`src/rtl/sleep_ladder.sv`:
```
module sleep_ladder #(
  parameter int CYC_PER_US = 100,
  parameter int SETTLE_US  = 15,
  parameter logic [6:0] VID_NOM    = 7'h30,
  parameter logic [6:0] VID_DEEPER = 7'h3A,
  parameter logic [6:0] VID_ENH    = 7'h42
) (
  input  logic       clk,
  input  logic       rst_n,
  input  logic       sleep_n,
  input  logic       deep_n,
  input  logic       deeper_n,
  input  logic       cache_off,
  output logic [2:0] state_o,
  output logic [6:0] vid_o,
  output logic       clk_stop_ok,
  output logic       snoop_en,
  output logic       pll_stable,
  output logic       proto_err
);
  localparam logic [2:0] S_GRANT  = 3'd0;
  localparam logic [2:0] S_SLEEP  = 3'd1;
  localparam logic [2:0] S_DEEP   = 3'd2;
  localparam logic [2:0] S_DEEPER = 3'd3;
  localparam logic [2:0] S_ENH    = 3'd4;
  localparam logic [2:0] S_RELOCK = 3'd5;
  localparam int LIMIT = CYC_PER_US * SETTLE_US;
  localparam int CW = (LIMIT > 1) ? $clog2(LIMIT) : 1;
  localparam logic [CW-1:0] LAST = CW'(LIMIT - 1);

  logic [2:0]    st, nxt;
  logic [CW-1:0] cnt;
  logic          viol;

  wire sl = ~sleep_n;
  wire dp = ~deep_n;
  wire dr = ~deeper_n;
  wire done = (cnt == LAST);

  always_comb begin
    nxt  = st;
    viol = 1'b0;
    case (st)
      S_GRANT:
        if (dp || dr)                 viol = 1'b1;
        else if (sl)                  nxt  = S_SLEEP;
      S_SLEEP:
        if (dr || (dp && !sl))        viol = 1'b1;
        else if (!sl)                 nxt  = S_GRANT;
        else if (dp)                  nxt  = S_DEEP;
      S_DEEP:
        if (!sl || (dr && !dp))       viol = 1'b1;
        else if (!dp)                 nxt  = S_RELOCK;
        else if (dr)                  nxt  = cache_off ? S_ENH : S_DEEPER;
      S_DEEPER, S_ENH:
        if (!sl || !dp)               viol = 1'b1;
        else if (!dr)                 nxt  = S_DEEP;
      S_RELOCK:
        if (!sl || dp || dr)          viol = 1'b1;
        else if (done)                nxt  = S_SLEEP;
      default:                        nxt  = S_GRANT;
    endcase
  end

  always_ff @(posedge clk or negedge rst_n)
    if (!rst_n) begin
      st        <= S_GRANT;
      cnt       <= '0;
      proto_err <= 1'b0;
    end else begin
      st <= nxt;
      if (viol) proto_err <= 1'b1;
      if (st != S_RELOCK)  cnt <= '0;
      else if (!done)      cnt <= cnt + 1'b1;
    end

  assign state_o     = st;
  assign vid_o       = (st == S_DEEPER) ? VID_DEEPER :
                       (st == S_ENH)    ? VID_ENH    : VID_NOM;
  assign clk_stop_ok = (st == S_DEEP) || (st == S_DEEPER) || (st == S_ENH);
  assign snoop_en    = (st == S_GRANT) || (st == S_SLEEP);
  assign pll_stable  = snoop_en;
endmodule

```
`config.mk`:
```
export PLATFORM = sky130hd
export DESIGN_NAME = sleep_ladder
export DESIGN_NICKNAME = d
export VERILOG_FILES = /design/src/rtl/sleep_ladder.sv
export SDC_FILE = /design/constraint.sdc
export NUM_CORES = 1
export LEC_CHECK = 0
export BUFFER_PORTS_ARGS = -buffer_cell sky130_fd_sc_hd__buf_2
export CORE_ASPECT_RATIO = 0.7
export CORE_MARGIN = 10
export CORE_UTILIZATION = 30
export DETAILED_ROUTE_END_ITERATION = 6
export PLACE_DENSITY = 0.55
export SLEW_MARGIN = 20
export SYNTH_ARGS = -nofsm -noshare
export SYNTH_HDL_FRONTEND = slang
export SYNTH_SLANG_ARGS = --single-unit
```
`constraint.sdc`:
```
create_clock -name clk -period 1.7 [get_ports clk]
set_input_delay 0.34 -clock clk [delete_from_list [all_inputs] [get_ports clk]]
set_output_delay 0.34 -clock clk [all_outputs]
set_load 0.005 [all_outputs]
```
* After elaboration in Yosys (flattened, before gate mapping)
Cells that the tools add are included.
** Storage, ports and cells
- Register bits :: 15
- Bits of input ports :: 6
- Output and inout port bits :: 14
- Word-level logic and storage cells :: 62
** Operators by class
- Add/sub/neg operators :: 1
- Eq/ne operators :: 18
- Multiplexer cells :: 24
- Bitwise logic cells :: 2
- Reductions and logical operators :: 14
** Operators by type and width (count)
- two-way mux 3 bit :: 13
- two-way mux 11 bit :: 2
- inequality test 2 bit, second input constant :: 8
- one-hot mux 3 bit (5 select lines) :: 1
- two-way mux 7 bit :: 2
- adder 11 x 1 -> 11 bit, second input constant :: 1
- equality test 11 bit, second input constant :: 1
- AND reduction 10 bit :: 1
- logical OR 1 bit :: 9
- inequality test 3 bit, second input constant :: 3
- equality test 3 x 2 -> 1 bit, second input constant :: 2
- equality test 3 bit, second input constant :: 2
- two-way mux 1 bit :: 5
- one-hot mux 1 bit (5 select lines) :: 1
- equality test 3 x 1 -> 1 bit, second input constant :: 1
- logical NOT 3 bit :: 1
- logical AND 1 bit :: 2
- inequality test 2 x 1 -> 1 bit, second input constant :: 1
- NOT 1 bit :: 2
- OR reduction 2 bit :: 1

* Logic depth before layout (Yosys ltp)
- Word-level depth :: 5
- Mapped depth :: 6

* Worst setup path before layout
OpenSTA, ideal clock, no wires.
- Path type :: register -> register
- Start point :: reg st[0], in the netlist state_o[0]
- End point :: reg st[1], in the netlist state_o[1]
- Arrival :: 1498 ps
- Path slack :: 77 ps
- Stages on the path, launching flop included :: 7
- Path buffers :: 1
- Clock period less this slack :: 1623 ps
- Cell sequence :: dfrtp_1 or3b_1 buf_4 o22ai_1 nor2_1 o21ai_2 mux2_4
** Between the ends
- Cells in the longest elaborated chain, start to end :: 4
- Elaborated cells on any way between the ends :: 19
- Those cells by class :: 15 x eq/ne; 1 x mux; 3 x reduce/logical
** Ends and longest elaborated chain
- from (decl) :: line 31 : logic [2:0] st, nxt;
- from (signal assigned) :: line 71 : st <= nxt;
- equality test 3 x 2 -> 1 bit or equality test 3 bit (tied branches) :: line 43 : case (st)
- OR reduction 2 bit :: line 43
- inequality test 2 bit (no source line)
- AND reduction 10 bit (no source line)
Parallel ways exist; a longest one is shown, timed or not.
A chain may end at the register's enable or synchronous reset.

* Worst setup path after layout
- Start point :: reg st[2], in the netlist state_o[2]
- End point :: reg st[2], in the netlist state_o[2]
The elaborated chain is that of the path after synthesis.

==> impl_metrics.yaml <==
die:
  placeableCoreArea_um2: 3150
  rows: 17
  fp.dieH_um: 67.9
  die_area_um2: 6010
  io_pins: 20
  die_w_um: 88.5
  initial_core_util: 0.313
global_routing:
  grt_overflow: 0
  grt_max_degree: 16
  antenna_found_initial: 0
  grt_pass1_wl_mm: 4.05
  track_usage: 0.0866
  grt_pass1_vias: 874
power:
  p_switching_uw: 628
  p_total_uw: 1720
  swShare: 0.364
  pwr-share-seq: 0.258
  ir_worst_vdd_mv: 0.512
  leakage_uw: 0.000597
  power_density_nw_per_um2: 1340
  comb_power_share: 0.563
  intPower_uw: 1100
  power.share.clock: 0.179
layout:
  n_antenna_cell: 0
  multiInputGateArea_um2: 577
  drive_gt1_frac: 0.376
  final_area_um2: 1290
  final_nets: 149
  syn_to_final_growth_pct: 31.0
  seqCellArea_um2: 379
  fill_cells: 317
synthesis:
  yosys_warnings: 0
  post_synth_num_cell_types: 39
  yosysTopAreaCellShare: 0.381
  netlist_area_um2: 985
  synth_cells: 111
  synth.area.top_cells: "dfrtp_1 38%, nor2_1 6.9%, xor2_1 6.2%"
  synth_seq_cells: 15
  synthFlopType: "dfrtp_1"
  ys_seq_area_frac: 0.381
  synth_edf_count: 0
  yosysMostFrequentCell: "nor2_1"
  yosys-top-cells-count: "18 x nor2_1, 15 x dfrtp_1, 8 x buf_4, 7 x nand2_1, 7 x xor2_1"
  synth.largest_area_cell: "dfrtp_1"
  async_flop_share: 1.00
  avgSynthCellArea_um2: 8.87
routing:
  avgViaCountPerCell: 4.89
  drt-total-wl_mm: 2.46
  drc: 0
  first_pass_iters: 4
  drtIter0Drc: 80
  vias: 875
  antenna_left: 0
  wire_per_inst_um: 13.7
clock_tree:
  clock_latency_ns: 0.26
  cts-root-buf: "clkbuf_8"
  clk_pin_slew_ns: 0.07
  numCtsBuffers: 3
  numClockSinks: 15
  cts_tree: "built"
  cts_max_path_buffers: 2
  h-tree-depth: 1
critical_path:
  endpoint_kind: "register"
  crit_fanout: 6
  start_kind: "register"
  critPathKind: "reg2reg"
  cp_data_required_time_ns: 1.84
  crit_arrival_ns: 1.84
placement:
  postPlaceCellArea_um2: 1120
  dp_hpwl_mm: 1.75
  gp_congestion: 0.766
  io_buffers: 17
timing:
  setup_viol_count_final: 0
  post-route-period-util: 0.996
  fmax_mhz: 591
  rsz0062_at_grt: "yes"
  skew_ns: 0.000567
  finalHoldViolCount: 0
  slew_violations: 0
  min_period_ns: 1.69
min_path:
  hp-class: "in2reg"
run:
  cap_violations: 0
run_status:
  outcome: "completed"
==> state kept, by name (all words and copies together) (netlist names) <==
name and count:
cnt 11, proto_err 1, state_o 3
==> placed cells by master, fill, tap and decap left out, types with 4 or more instances in the layout <==
| cell | n |
|---|---|
| buf_2 | 16 |
| buf_4 | 15 |
| nand3_1 | 6 |
| nor2_1 | 17 |
| xor2_1 | 7 |
| a21oi_1 | 4 |
| dfrtp_1 | 12 |
| nand2b_1 | 4 |
| inv_1 | 4 |
| nand2_1 | 6 |
==> timing repair <==
action,4_1_cts,5_1_grt
endpoints found under the hold margin,15,0
hold buffers,1,0
resized for setup,10,7
cloned,0,0
pin swaps,4,3
setup endpoints to repair,5,9
buffers inserted,9,0
==> through the flow <==
stage / setup WS, ns / setup TNS [ns] / cells / utilization / hold slack, ns
finish: 0.00657 / 0 / 179 / 0.410 / 0.445
global route: -0.0639 / -0.193 / 179 / 0.410 / 0.465
CTS: -0.00216 / -0.00356 / 179 / 0.401 / 0.436
detailed placement: 0.0266 / 0 / 166 / 0.355 / 0.270
global placement: 0.0716 / 0 / 166 / 0.355 / 0.254
floorplan: 0.0766 / 0 / 112 / - / 0.0444
==> power by group through the flow <==
stage	clock [uW]	combinational (uW)	sequential, uW
detailed placement	0	711	473
global placement	0	703	468
global route	343	1070	450
finish	309	971	445
CTS	315	914	442
floorplan	0	509	437
==> logic make-up (layout without fill, tap and decap cells) <==
group / after synthesis / count (layout) / share of synthesized area
simple gates: 51 / 51 / 0.281
fa+ha+maj: 1 / 1 / 0.0127
mux: 3 / 3 / 0.0407
xor+xnor: 9 / 9 / 0.0801
flops: 15 / 15 / 0.381
compound gates: 18 / 18 / 0.121
other cells: 1 / 2 / 0.00381
buf+inv: 13 / 42 / 0.0800
==> path summary, 6_finish.rpt <==
path / slack (ns) / startpoint / to / depth (start not counted)
max: 0.007 / state_o[2]$_DFFE_PN0P_ / state_o[2]$_DFFE_PN0P_ / 6
min: 0.44 / sleep_n / proto_err$_DFFE_PN0P_ / 3
max reg2reg: 0.007 / state_o[2]$_DFFE_PN0P_ / state_o[2]$_DFFE_PN0P_ / 6
min reg2reg: 0.47 / proto_err$_DFFE_PN0P_ / proto_err$_DFFE_PN0P_ / 1
max in group asynchronous: 0.91 / rst_n / state_o[1]$_DFFE_PN0P_ / 2
min in group asynchronous: 0.51 / rst_n / cnt[7]$_DFFE_PN0P_ / 2
==> worst max-delay path, stage by stage (launching register included) <==
cell	delay [ns]
dfrtp_2	0.44
buf_6	0.14
nand2b_4	0.13
o32a_1	0.30
a21oi_2	0.17
o21ai_2	0.10
mux2_4	0.30
==> final cells by class <==
type | count | share of cell area
multi-input combinational | 84 | 0.447
clock inverter | 1 | 0.00388
sequential | 15 | 0.294
clock buffer | 3 | 0.0320
timing repair buffer | 34 | 0.175
inverter | 4 | 0.0116
tap | 38 | 0.0369
==> routing by layer <==
metal	track usage	share of wire
met3	0.0190	0.044
met2	0.132	0.46
met5	0	0
met4	0.0602	0.025
met1	0.108	0.47
Note: power is estimated with default switching activity, not from simulation.
